--- config.mk ---
export PLATFORM = sky130hd
export DESIGN_NAME = tmr_slave_top
export DESIGN_NICKNAME = d
export VERILOG_FILES = /design/src/rtl/tmr_slave_pkg.sv /design/src/rtl/tmr_trig_sync.sv /design/src/rtl/tmr_prescale.sv /design/src/rtl/tmr_count_core.sv /design/src/rtl/tmr_slave_top.sv
export SDC_FILE = /design/constraint.sdc
export NUM_CORES = 1
export LEC_CHECK = 0
export BUFFER_PORTS_ARGS = -buffer_cell sky130_fd_sc_hd__buf_4
export CORE_MARGIN = 2
export CORE_UTILIZATION = 63
export DETAILED_ROUTE_END_ITERATION = 8
export PLACE_DENSITY = 0.88
export SETUP_SLACK_MARGIN = 0.2
export SYNTH_ARGS = -nofsm -noshare
export SYNTH_HDL_FRONTEND = slang
export SYNTH_SLANG_ARGS = --single-unit
--- constraint.sdc ---
create_clock -name clk -period 4.93 [get_ports clk]
set_input_delay 1.479 -clock clk [delete_from_list [all_inputs] [get_ports clk]]
set_output_delay 1.479 -clock clk [all_outputs]
set_load 0.02 [all_outputs]
--- src/rtl/tmr_slave_pkg.sv ---
package tmr_slave_pkg;

   typedef enum logic [3:0] {
      SLV_OFF     = 4'b0000,
      SLV_GATE    = 4'b0101,
      SLV_RESTART = 4'b1000
   } slv_code_e;

   typedef enum logic [1:0] {
      ACT_FREE,
      ACT_GATED,
      ACT_RESTART
   } slv_act_e;

   localparam logic [2:0] ADDR_CTRL = 3'd0;
   localparam logic [2:0] ADDR_PSC  = 3'd1;
   localparam logic [2:0] ADDR_WRAP = 3'd2;
   localparam logic [2:0] ADDR_CNT  = 3'd3;
   localparam logic [2:0] ADDR_CMP  = 3'd4;

   localparam int CTRL_EN_BIT  = 3;
   localparam int MODE_HI_BIT  = 16;

   // codes outside the two trigger behaviours fall back to free run
   function automatic slv_act_e decode_mode(input logic [3:0] code);
      case (code)
         SLV_GATE:    return ACT_GATED;
         SLV_RESTART: return ACT_RESTART;
         default:     return ACT_FREE;
      endcase
   endfunction

endpackage

--- src/rtl/tmr_trig_sync.sv ---
module tmr_trig_sync #(
   parameter int STAGES = 2
) (
   input  logic clk,
   input  logic rst_n,
   input  logic d,
   output logic lvl,
   output logic rise
);

   generate
      if (STAGES < 2) begin : g_bad_depth
         $error("tmr_trig_sync: STAGES must be at least 2");
      end
   endgenerate

   logic [STAGES-1:0] stage_q;
   logic              prev_q;

   always_ff @(posedge clk or negedge rst_n) begin
      if (!rst_n) begin
         stage_q <= '0;
         prev_q  <= 1'b0;
      end else begin
         stage_q <= {stage_q[STAGES-2:0], d};
         prev_q  <= stage_q[STAGES-1];
      end
   end

   assign lvl  = stage_q[STAGES-1];
   assign rise = lvl & ~prev_q;

   // an edge indication never lasts two cycles
   p_rise_single_r10: assert property (@(posedge clk) disable iff (!rst_n)
      rise |=> !rise);

endmodule

--- src/rtl/tmr_prescale.sv ---
module tmr_prescale #(
   parameter int W = 16
) (
   input  logic         clk,
   input  logic         rst_n,
   input  logic         run,
   input  logic         clear,
   input  logic [W-1:0] div,
   output logic         tick
);

   generate
      if (W < 1) begin : g_bad_width
         $error("tmr_prescale: W must be positive");
      end
   endgenerate

   logic [W-1:0] pc_q;

   assign tick = run && (pc_q == div);

   always_ff @(posedge clk or negedge rst_n) begin
      if (!rst_n)       pc_q <= '0;
      else if (clear)   pc_q <= '0;
      else if (run)     pc_q <= tick ? '0 : pc_q + 1'b1;
   end

   p_tick_restart_r8: assert property (@(posedge clk) disable iff (!rst_n)
      (tick && !clear) |=> (pc_q == '0));

   p_idle_hold_r8: assert property (@(posedge clk) disable iff (!rst_n)
      (!run && !clear) |=> $stable(pc_q));

endmodule

--- src/rtl/tmr_count_core.sv ---
module tmr_count_core #(
   parameter int W = 16
) (
   input  logic         clk,
   input  logic         rst_n,
   input  logic         reinit,
   input  logic         sw_wr,
   input  logic [W-1:0] sw_val,
   input  logic         tick,
   input  logic [W-1:0] wrap,
   input  logic [W-1:0] cmp_val,
   output logic [W-1:0] cnt,
   output logic         upd,
   output logic         cmp_out,
   output logic         evt_now
);

   logic [W-1:0] cnt_q, nxt;
   logic         upd_q, cmp_q, adv;

   always_comb begin
      nxt     = cnt_q;
      evt_now = 1'b0;
      adv     = 1'b0;
      if (reinit) begin
         nxt     = '0;
         evt_now = 1'b1;
         adv     = 1'b1;
      end else if (sw_wr) begin
         nxt = sw_val;
      end else if (tick) begin
         adv = 1'b1;
         if (cnt_q >= wrap) begin
            nxt     = '0;
            evt_now = 1'b1;
         end else begin
            nxt = cnt_q + 1'b1;
         end
      end
   end

   always_ff @(posedge clk or negedge rst_n) begin
      if (!rst_n) begin
         cnt_q <= '0;
         upd_q <= 1'b0;
         cmp_q <= 1'b0;
      end else begin
         cnt_q <= nxt;
         upd_q <= evt_now;
         if (adv && (nxt == cmp_val)) cmp_q <= ~cmp_q;
      end
   end

   assign cnt     = cnt_q;
   assign upd     = upd_q;
   assign cmp_out = cmp_q;

   p_step_r2: assert property (@(posedge clk) disable iff (!rst_n)
      (tick && !reinit && !sw_wr && (cnt_q < wrap)) |=> (cnt_q == $past(cnt_q) + 1'b1));

   p_wrap_r3: assert property (@(posedge clk) disable iff (!rst_n)
      (tick && !reinit && !sw_wr && (cnt_q >= wrap)) |=> (cnt_q == '0 && upd_q));

   p_restart_r5: assert property (@(posedge clk) disable iff (!rst_n)
      reinit |=> (cnt_q == '0 && upd_q));

   p_sw_load_r7: assert property (@(posedge clk) disable iff (!rst_n)
      (sw_wr && !reinit) |=> (cnt_q == $past(sw_val) && !upd_q));

   p_sw_no_toggle_r9: assert property (@(posedge clk) disable iff (!rst_n)
      (sw_wr && !reinit) |=> $stable(cmp_q));

endmodule

--- src/rtl/tmr_slave_top.sv ---
module tmr_slave_top
   import tmr_slave_pkg::*;
#(
   parameter int CNT_W       = 16,
   parameter int PSC_W       = 16,
   parameter int DATA_W      = 32,
   parameter int SYNC_STAGES = 2
) (
   input  logic              clk,
   input  logic              rst_n,
   input  logic              wr_en,
   input  logic [2:0]        wr_addr,
   input  logic [DATA_W-1:0] wr_data,
   input  logic              trg_i,
   output logic [CNT_W-1:0]  cnt_o,
   output logic              upd_o,
   output logic              cmp_o
);

   generate
      if (DATA_W <= MODE_HI_BIT) begin : g_bad_data
         $error("tmr_slave_top: DATA_W too narrow for the mode field");
      end
      if (CNT_W > DATA_W || PSC_W > DATA_W) begin : g_bad_fields
         $error("tmr_slave_top: field wider than write data");
      end
   endgenerate

   logic              en_q;
   logic [3:0]        mode_q;
   logic [PSC_W-1:0]  psc_pre_q, psc_act_q;
   logic [CNT_W-1:0]  wrap_q, cmp_q;
   logic              trg_lvl, trg_rise, tick, reinit, run, evt_now;
   slv_act_e          act;

   logic wr_ctrl, wr_psc, wr_wrap, wr_cnt, wr_cmp;
   assign wr_ctrl = wr_en && (wr_addr == ADDR_CTRL);
   assign wr_psc  = wr_en && (wr_addr == ADDR_PSC);
   assign wr_wrap = wr_en && (wr_addr == ADDR_WRAP);
   assign wr_cnt  = wr_en && (wr_addr == ADDR_CNT);
   assign wr_cmp  = wr_en && (wr_addr == ADDR_CMP);

   logic unused_data_bits;
   assign unused_data_bits = ^wr_data;

   tmr_trig_sync #(.STAGES(SYNC_STAGES)) u_sync (
      .clk(clk), .rst_n(rst_n), .d(trg_i), .lvl(trg_lvl), .rise(trg_rise));

   assign act    = decode_mode(mode_q);
   assign reinit = (act == ACT_RESTART) && trg_rise;
   assign run    = en_q && ((act != ACT_GATED) || trg_lvl);

   tmr_prescale #(.W(PSC_W)) u_psc (
      .clk(clk), .rst_n(rst_n), .run(run), .clear(reinit),
      .div(psc_act_q), .tick(tick));

   tmr_count_core #(.W(CNT_W)) u_core (
      .clk(clk), .rst_n(rst_n), .reinit(reinit), .sw_wr(wr_cnt),
      .sw_val(wr_data[CNT_W-1:0]), .tick(tick), .wrap(wrap_q),
      .cmp_val(cmp_q), .cnt(cnt_o), .upd(upd_o), .cmp_out(cmp_o),
      .evt_now(evt_now));

   always_ff @(posedge clk or negedge rst_n) begin
      if (!rst_n) begin
         en_q      <= 1'b0;
         mode_q    <= SLV_OFF;
         psc_pre_q <= '0;
         psc_act_q <= '0;
         wrap_q    <= '1;
         cmp_q     <= '0;
      end else begin
         if (wr_ctrl) begin
            en_q   <= wr_data[CTRL_EN_BIT];
            mode_q <= {wr_data[MODE_HI_BIT], wr_data[2:0]};
         end
         if (reinit)  en_q      <= 1'b1;
         if (wr_psc)  psc_pre_q <= wr_data[PSC_W-1:0];
         if (wr_wrap) wrap_q    <= wr_data[CNT_W-1:0];
         if (wr_cmp)  cmp_q     <= wr_data[CNT_W-1:0];
         if (evt_now) psc_act_q <= psc_pre_q;
      end
   end

   p_gate_hold_r4: assert property (@(posedge clk) disable iff (!rst_n)
      ((act == ACT_GATED) && !trg_lvl && !wr_cnt) |=> $stable(cnt_o));

   p_restart_enables_r5: assert property (@(posedge clk) disable iff (!rst_n)
      reinit |=> en_q);

   p_stopped_hold_r11: assert property (@(posedge clk) disable iff (!rst_n)
      (!en_q && !reinit && !wr_cnt) |=> $stable(cnt_o));

   p_free_ignores_trg_r2: assert property (@(posedge clk) disable iff (!rst_n)
      (act == ACT_FREE) |-> !reinit);

endmodule

==> results of run 1 <==
==> cells by family after synthesis <==
| logic type | after synthesis |
|---|---|
| buffers and inverters | 47 |
| xor gates and xnor gates | 48 |
| muxes | 46 |
| DFF | 106 |
| adders and majority gates | 18 |
| and+or+nand+nor | 158 |
| AOI/OAI and AO/OA | 81 |
==> critical path, delay by kind of cell (launching register included) <==
| kind | cells | cell delay (ps) |
|---|---|---|
| xor gates and xnor gates | 1 | 170 |
| DFF | 1 | 410 |
| buffers and inverters | 1 | 90 |
| adders and majority gates | 1 | 280 |
| and+or+nand+nor | 3 | 990 |
| AOI/OAI and AO/OA | 6 | 1960 |
==> synth_stat cells, types with 2 or more instances <==
library cell,instances,area share (%)
dfrtp_1,90,42
nand2_1,60,4.2
mux2_2,45,9.5
o21ai_0,36,3.4
xnor2_1,34,5.6
inv_1,29,2.0
nor2_1,24,1.7
nand3_1,20,1.9
ha_1,18,4.2
dfstp_2,16,7.8
xor2_1,14,2.3
clkbuf_1,12,0.84
nand4_1,9,1.1
a21oi_1,8,0.75
and3_1,8,0.93
nor3_1,8,0.75
o21ai_1,6,0.56
nor4_1,5,0.58
a31oi_1,4,0.47
buf_2,4,0.37
and2_1,3,0.35
nor4_2,3,0.70
o21a_1,3,0.42
o22ai_1,3,0.35
a21o_1,2,0.28
a22o_1,2,0.33
and4_1,2,0.33
buf_6,2,0.42
nor2b_1,2,0.23
nor3_2,2,0.37
o22a_1,2,0.33
or2_2,2,0.23
==> metal layers <==
| metal | track usage [%] | vias up | part of all wire, % |
|---|---|---|---|
| met3 | 5.32 | 39 | 6.6 |
| met2 | 51.2 | 188 | 50 |
| met5 | 0 | - | 0 |
| met4 | 11.2 | 0 | 2.6 |
| met1 | 38.9 | 2014 | 40 |
| li1 | - | 1834 | - |
==> layout make-up <==
cell class / instances / area (um2)
Clock inverter: 7 / 77.6
Clock buffer: 9 / 124
Fill cell: 552 / 2230
Multi-Input combinational cell: 351 / 2490
Tap cell: 105 / 131
Timing Repair Buffer: 50 / 375
Inverter: 29 / 109
Sequential cell: 106 / 2670
==> cells in the final DEF, fill, tap and decap left out, types with 4 or more instances in the layout <==
master and n:
dfrtp_1 90, nand2_1 60, buf_4 50, mux2_2 45
o21ai_0 36, xnor2_1 34, inv_1 29, nor2_1 24
nand3_1 20, ha_1 18, dfstp_2 16, xor2_1 14
nand4_1 9, clkbuf_8 9, and3_1 8, a21oi_1 8
nor3_1 7, o21ai_1 6, nor4_1 5, a31oi_1 4
==> flip-flops by register name, indices dropped and copies added (netlist names) <==
| register | count |
|---|---|
| u_core.cnt | 16 |
| u_psc.pc_q | 16 |
| mode_q | 4 |
| psc_pre_q | 16 |
| wrap_q | 16 |
| u_core.cmp_out | 1 |
| u_sync.prev_q | 1 |
| psc_act_q | 16 |
| u_core.upd | 1 |
| u_sync.stage_q | 2 |
| cmp_q | 16 |
| en_q | 1 |
==> metrics by stage <==
stage	power, mW	hold slack (ps)
after detailed placement	2.30	349
after floorplan	1.97	331
after global placement	2.23	340
final	2.87	370
after CTS	2.86	372
after global routing	3.02	386
==> how the worst max path moves through the flow <==
stage / cells past startpoint / end / slack [ps]
after floorplan: 11 / u_core.cmp_out / 1330
after global placement: 10 / u_core.cmp_out / 990
after detailed placement: 10 / u_core.cmp_out / 930
after CTS: 12 / u_core.cmp_out / 1040
after global routing: 12 / u_core.cmp_out / 850
final: 12 / u_core.cmp_out / 940
==> power by group through the flow <==
stage,sequential (mW),combinational (mW),clock [mW]
floorplan,1.33,0.640,0
global placement,1.33,0.901,0
detailed placement,1.35,0.959,0
CTS,1.33,0.975,0.553
global route,1.36,1.07,0.593
finish,1.33,0.985,0.549
==> impl_results.md, run 1 <==
- Avg Synthesized Cell Area: 10.6 um2
- IO Port Bufs: 41
- Residual DRC: 0
- Vias in the first global route: 4,191
- P per Cell Area: 479 nW/um2
- CTS tree: done
- Syn Std Cell Area: 5360 um2
- CTS sink cnt: 106
- Final min period: 3990 ps
- Root Driver: clkbuf_8
- Sw Ratio: 37.2%
- Share of cells above drive strength 1: 25.7%
- Clock buffer depth: 2
- Clock Skew: 10.9 ps
- Antenna cells: 0
- Site row count: 33
- Clk pwr share: 19.1%
- CP Capture Type: register
- Total gr overflow: 0
- Hold Path Stages: 0
- Max-slew violations: 0
- Fin cells: 657
- Sequential area share after synthesis: 49.9%
- Fin crit share: 81.0%
- Yosys cell types: 58
- CP required: 5220 ps
- Hold Path End: u_sync.stage_q[1]
- Post-DR wirelength/cell: 19.4 um
- GRT Overall Usage: 30.2%
- R2r endpoint: u_core.cmp_out
- Largest net degree at the start of global routing: 76
- Critical path launch point type: register
- Critical path arrival: 4280 ps
- Area growth from synthesis to layout: 11.7%
- Post-CTS resize count: 0
- Crit-path max FO: 14
- R2R Path Start: u_core.cnt[0]
- Post-route setup TNS: 0 ps
- Ys Warns: 0
- CP max-delay cell: a41oi_2
- Slew @ Worst Pin: 934 ps
- Critical path origin: u_core.cnt[0]
- Fraction of registers with async set/reset: 100%
- Main combinational cell family by area after synthesis: simple AND/OR/NAND/NOR gates
- FMAX: 251 MHz
- Core ar.: 8220 um2
- Initial Util: 65.2%
- Max H-tree Level: 3
- Num CTS Buffers: 9
- Worst vdd ir: 0.000300 V
- Gate Count Post-Synth: 504
- Design Area, Final: 5980 um2
- Post-synthesis mux area share: 9.65%
- WL final: 12,700 um
- Routability Congestion: 0.923
- Sw power: 1.07 mW
- Clk slew on worst S/H paths: 100 ps
- Pre-CTS setup slack: 931 ps
- Post-Synth XOR/XNOR Area: 7.85%
- Sequential Power Share: 46.5%
- Hold Crit Class: register to register
- Post-synthesis simple-gate area fraction: 14.9%
- Post-layout util: 72.8%
- Internal Dissipation: 1.80 mW
- Post-synth EDFFs: 0
- Compound-Gate Fraction of Synth Area: 9.86%
- Post-CTS setup buffers: 0
- Top FF cell, synth: dfrtp_1
- Initial detailed-routing violation count: 357
- Layout Nets: 604
- Setup WS post-layout: 939 ps
- Combinational cell fraction of total power: 34.3%
- Die Height: 96.2 um
- Via count: 4,075
- Die area: 9260 um2
- Initial antenna violation count: 0
- LEAKAGE: 2.60 nW
- Reg2Reg Depth: 12
- First-pass DRT Iterations: 5
- # IOs: 57
- First-pass GRT wire length: 20,900 um
- Fin. Hold Viols: 0
- Synth Register Bits: 106
- CP peak stage delay: 550 ps
- Hpwl dp: 9070 um
- Slew margin rel.: 37.7%
- Worst-Skew Late Latency: 370 ps
- Synthesized net count: 561
- RSZ-0062 raised after global routing: no
- Cell chain of the critical path: inv_1 > ha_1 > nand2b_1 > a2111oi_2 > o31ai_1 > a41oi_2 > o31ai_4 > o21ai_1 > o22ai_1 > or4_1 > nor4_2 > xor2_1
- Vias/cell: 6.20
- DIE WIDTH: 96.2 um
- Synth Area in Adders: 4.20%
- Status: complete, no violations
- Final setup fails: 0
- Area after DPL: 5780 um2
- Maxcap violations: 0
- Reg-to-reg slack, setup: 940 ps
- Placed Cells: 641
- Hold path startpoint: u_sync.stage_q[0]
- Kind of critical path: register to register
- Post-route ant nets: 0
- Hold Buf Count CTS: 0
Power figures use the tool's default switching activity.
==> run 2, diff against run 1 <==
Settings changed: CORE_UTILIZATION 63 to 53, PLACE_DENSITY 0.88 to 0.79.
Clock period 4.93 ns to 3.61 ns, I/O delays scaled along.
==> run 2 against run 1 <==
Core utilization fell by 8.7 points. Non-clock buffer count rose by 23. Cell area rose by 4.7%. Setup slack got worse by 780 ps. Highest routed layer unchanged. Combinational power rose by 60%.
==> impl_results.md, run 2 (same netlist as run 1, synthesis figures left out) <==
- Design Area, Final: 6270 um2
- Hpwl dp: 9260 um
- Via count: 4,067
- Hold Buf Count CTS: 0
- Num CTS Buffers: 9
- Vias/cell: 5.74
- Status: complete, no violations
- Final min period: 3450 ps
- Fin. Hold Viols: 0
- Area after DPL: 6000 um2
- GRT Overall Usage: 24.6%
- Layout Nets: 627
- Die Height: 105 um
- Slew @ Worst Pin: 892 ps
- Routability Congestion: 0.886
- Vias in the first global route: 4,247
- Cell chain of the critical path: inv_1 > ha_1 > and4_1 > a21oi_1 > o221ai_2 > a41oi_4 > o31ai_4 > buf_4 > o21ai_2 > o22ai_1 > or4_4 > nor4_4 > buf_4 > xor2_1
- Post-DR wirelength/cell: 18.1 um
- Initial Util: 54.8%
- CP required: 3920 ps
- Antenna cells: 0
- Placed Cells: 691
- Total gr overflow: 0
- Clk slew on worst S/H paths: 110 ps
- CP max-delay cell: or4_4
- Clock buffer depth: 2
- Maxcap violations: 0
- CP Capture Type: register
- First-pass GRT wire length: 21,300 um
- Post-route ant nets: 0
- Largest net degree at the start of global routing: 57
- DIE WIDTH: 105 um
- Final setup fails: 0
- Initial detailed-routing violation count: 182
- CTS sink cnt: 106
- Area growth from synthesis to layout: 17.0%
- CTS tree: done
- RSZ-0062 raised after global routing: yes
- Kind of critical path: register to register
- Root Driver: clkbuf_8
- CP peak stage delay: 560 ps
- Most frequent cells in the layout: 90 x dfrtp_1, 72 x buf_4, 60 x nand2_1
- First-pass DRT Iterations: 5
- LEAKAGE: 2.74 nW
- Slew margin rel.: 40.2%
- Post-route setup TNS: 0 ps
- Max-slew violations: 0
- Share of cells above drive strength 1: 30.1%
- Critical path origin: wrap_q[13]
- Critical path arrival: 3760 ps
- Critical path launch point type: register
- Fin cells: 708
- # IOs: 57
- Site row count: 36
- FMAX: 290 MHz
- Crit-path max FO: 4
- Fin crit share: 95.5%
- Most common cell after layout, fill and taps aside: dfrtp_1
- Max H-tree Level: 3
- Hold Crit Class: register to register
- P per Cell Area: 650 nW/um2
- Worst vdd ir: 0.000329 V
- Post-layout util: 64.1%
- Hold path startpoint: u_sync.stage_q[0]
- IO Port Bufs: 41
- Initial antenna violation count: 0
- Worst-Skew Late Latency: 380 ps
- Residual DRC: 0
- Die area: 10,900 um2
- WL final: 12,800 um
- CP most frequent cell: buf_4
- R2R Path Start: wrap_q[13]
- Clock Skew: 11.9 ps
- Core ar.: 9770 um2
run 2: cell types whose count changed in the layout (fill, tap and decap cells not counted), sizes merged:
cell / previous run / this run
bufinv: 1 / 0
buf: 50 / 73
clkinv: 4 / 2
inv: 31 / 34
run 2: routing by layer:
layer,vias up,part of all wire (%),track usage [%],wire length [um]
met5,-,0,0,0
met2,128,50,41.2,6380
met1,2022,43,31.9,5580
li1,1887,-,-,-
met4,0,2.7,8.59,348
met3,30,4.2,5.05,541
run 2: where the power goes:
part	switching, mW	leakage [nW]	internal (mW)	total, mW
Clock	0.460	0.0986	0.271	0.731
Sequential	0.238	1.30	1.52	1.76
Combinational	0.840	1.34	0.742	1.58
Total	1.54	2.74	2.53	4.07
run 2: final timing paths:
check                                    endpoint  slack [ps]  depth (start not counted)
worst max-delay path               u_core.cmp_out         160                         14
worst min-delay path            u_sync.stage_q[1]         370                          0
worst max register to register     u_core.cmp_out         160                         14
worst min register to register  u_sync.stage_q[1]         370                          0
max in group asynchronous               wrap_q[3]        2150                          2
min in group asynchronous           u_core.cnt[8]         740                          1
run 2: what timing repair did:
| item | in CTS | in global routing |
|---|---|---|
| endpoints found under the setup margin | 1 | 1 |
| endpoints found under the hold margin | 0 | 0 |
| gates cloned | 0 | 0 |
| setup buffers | 1 | 0 |
| gates resized for setup | 12 | 5 |
| pin swaps | 7 | 0 |
run 2: per-stage QoR:
step | hold WS, ps | total power [mW] | worst slack (ps)
floorplan | 331 | 2.69 | 400
global placement | 334 | 3.16 | -122
detailed placement | 346 | 3.23 | -163
CTS | 370 | 4.05 | 209
global route | 380 | 4.31 | 73.5
finish | 367 | 4.07 | 163
run 2: cell type report:
type                    count  area, um2
clock buffers               9        124
clock inverters             7       66.3
fillers                   775       3510
inverters                  29        109
multi-input cells         351       2570
flip-flops and latches    106       2670
well taps                 133        166
repair buffers             73        561
run 2: critical path: cells and delay by family (launching register included):
| kind | cells | cell delay (ps) |
|---|---|---|
| flip-flops | 1 | 540 |
| AND/OR/NAND/NOR | 3 | 990 |
| AO/OA/AOI/OAI | 6 | 1040 |
| XOR/XNOR | 1 | 130 |
| buffers and inverters | 3 | 390 |
| adder cells (fa/ha/maj) | 1 | 290 |
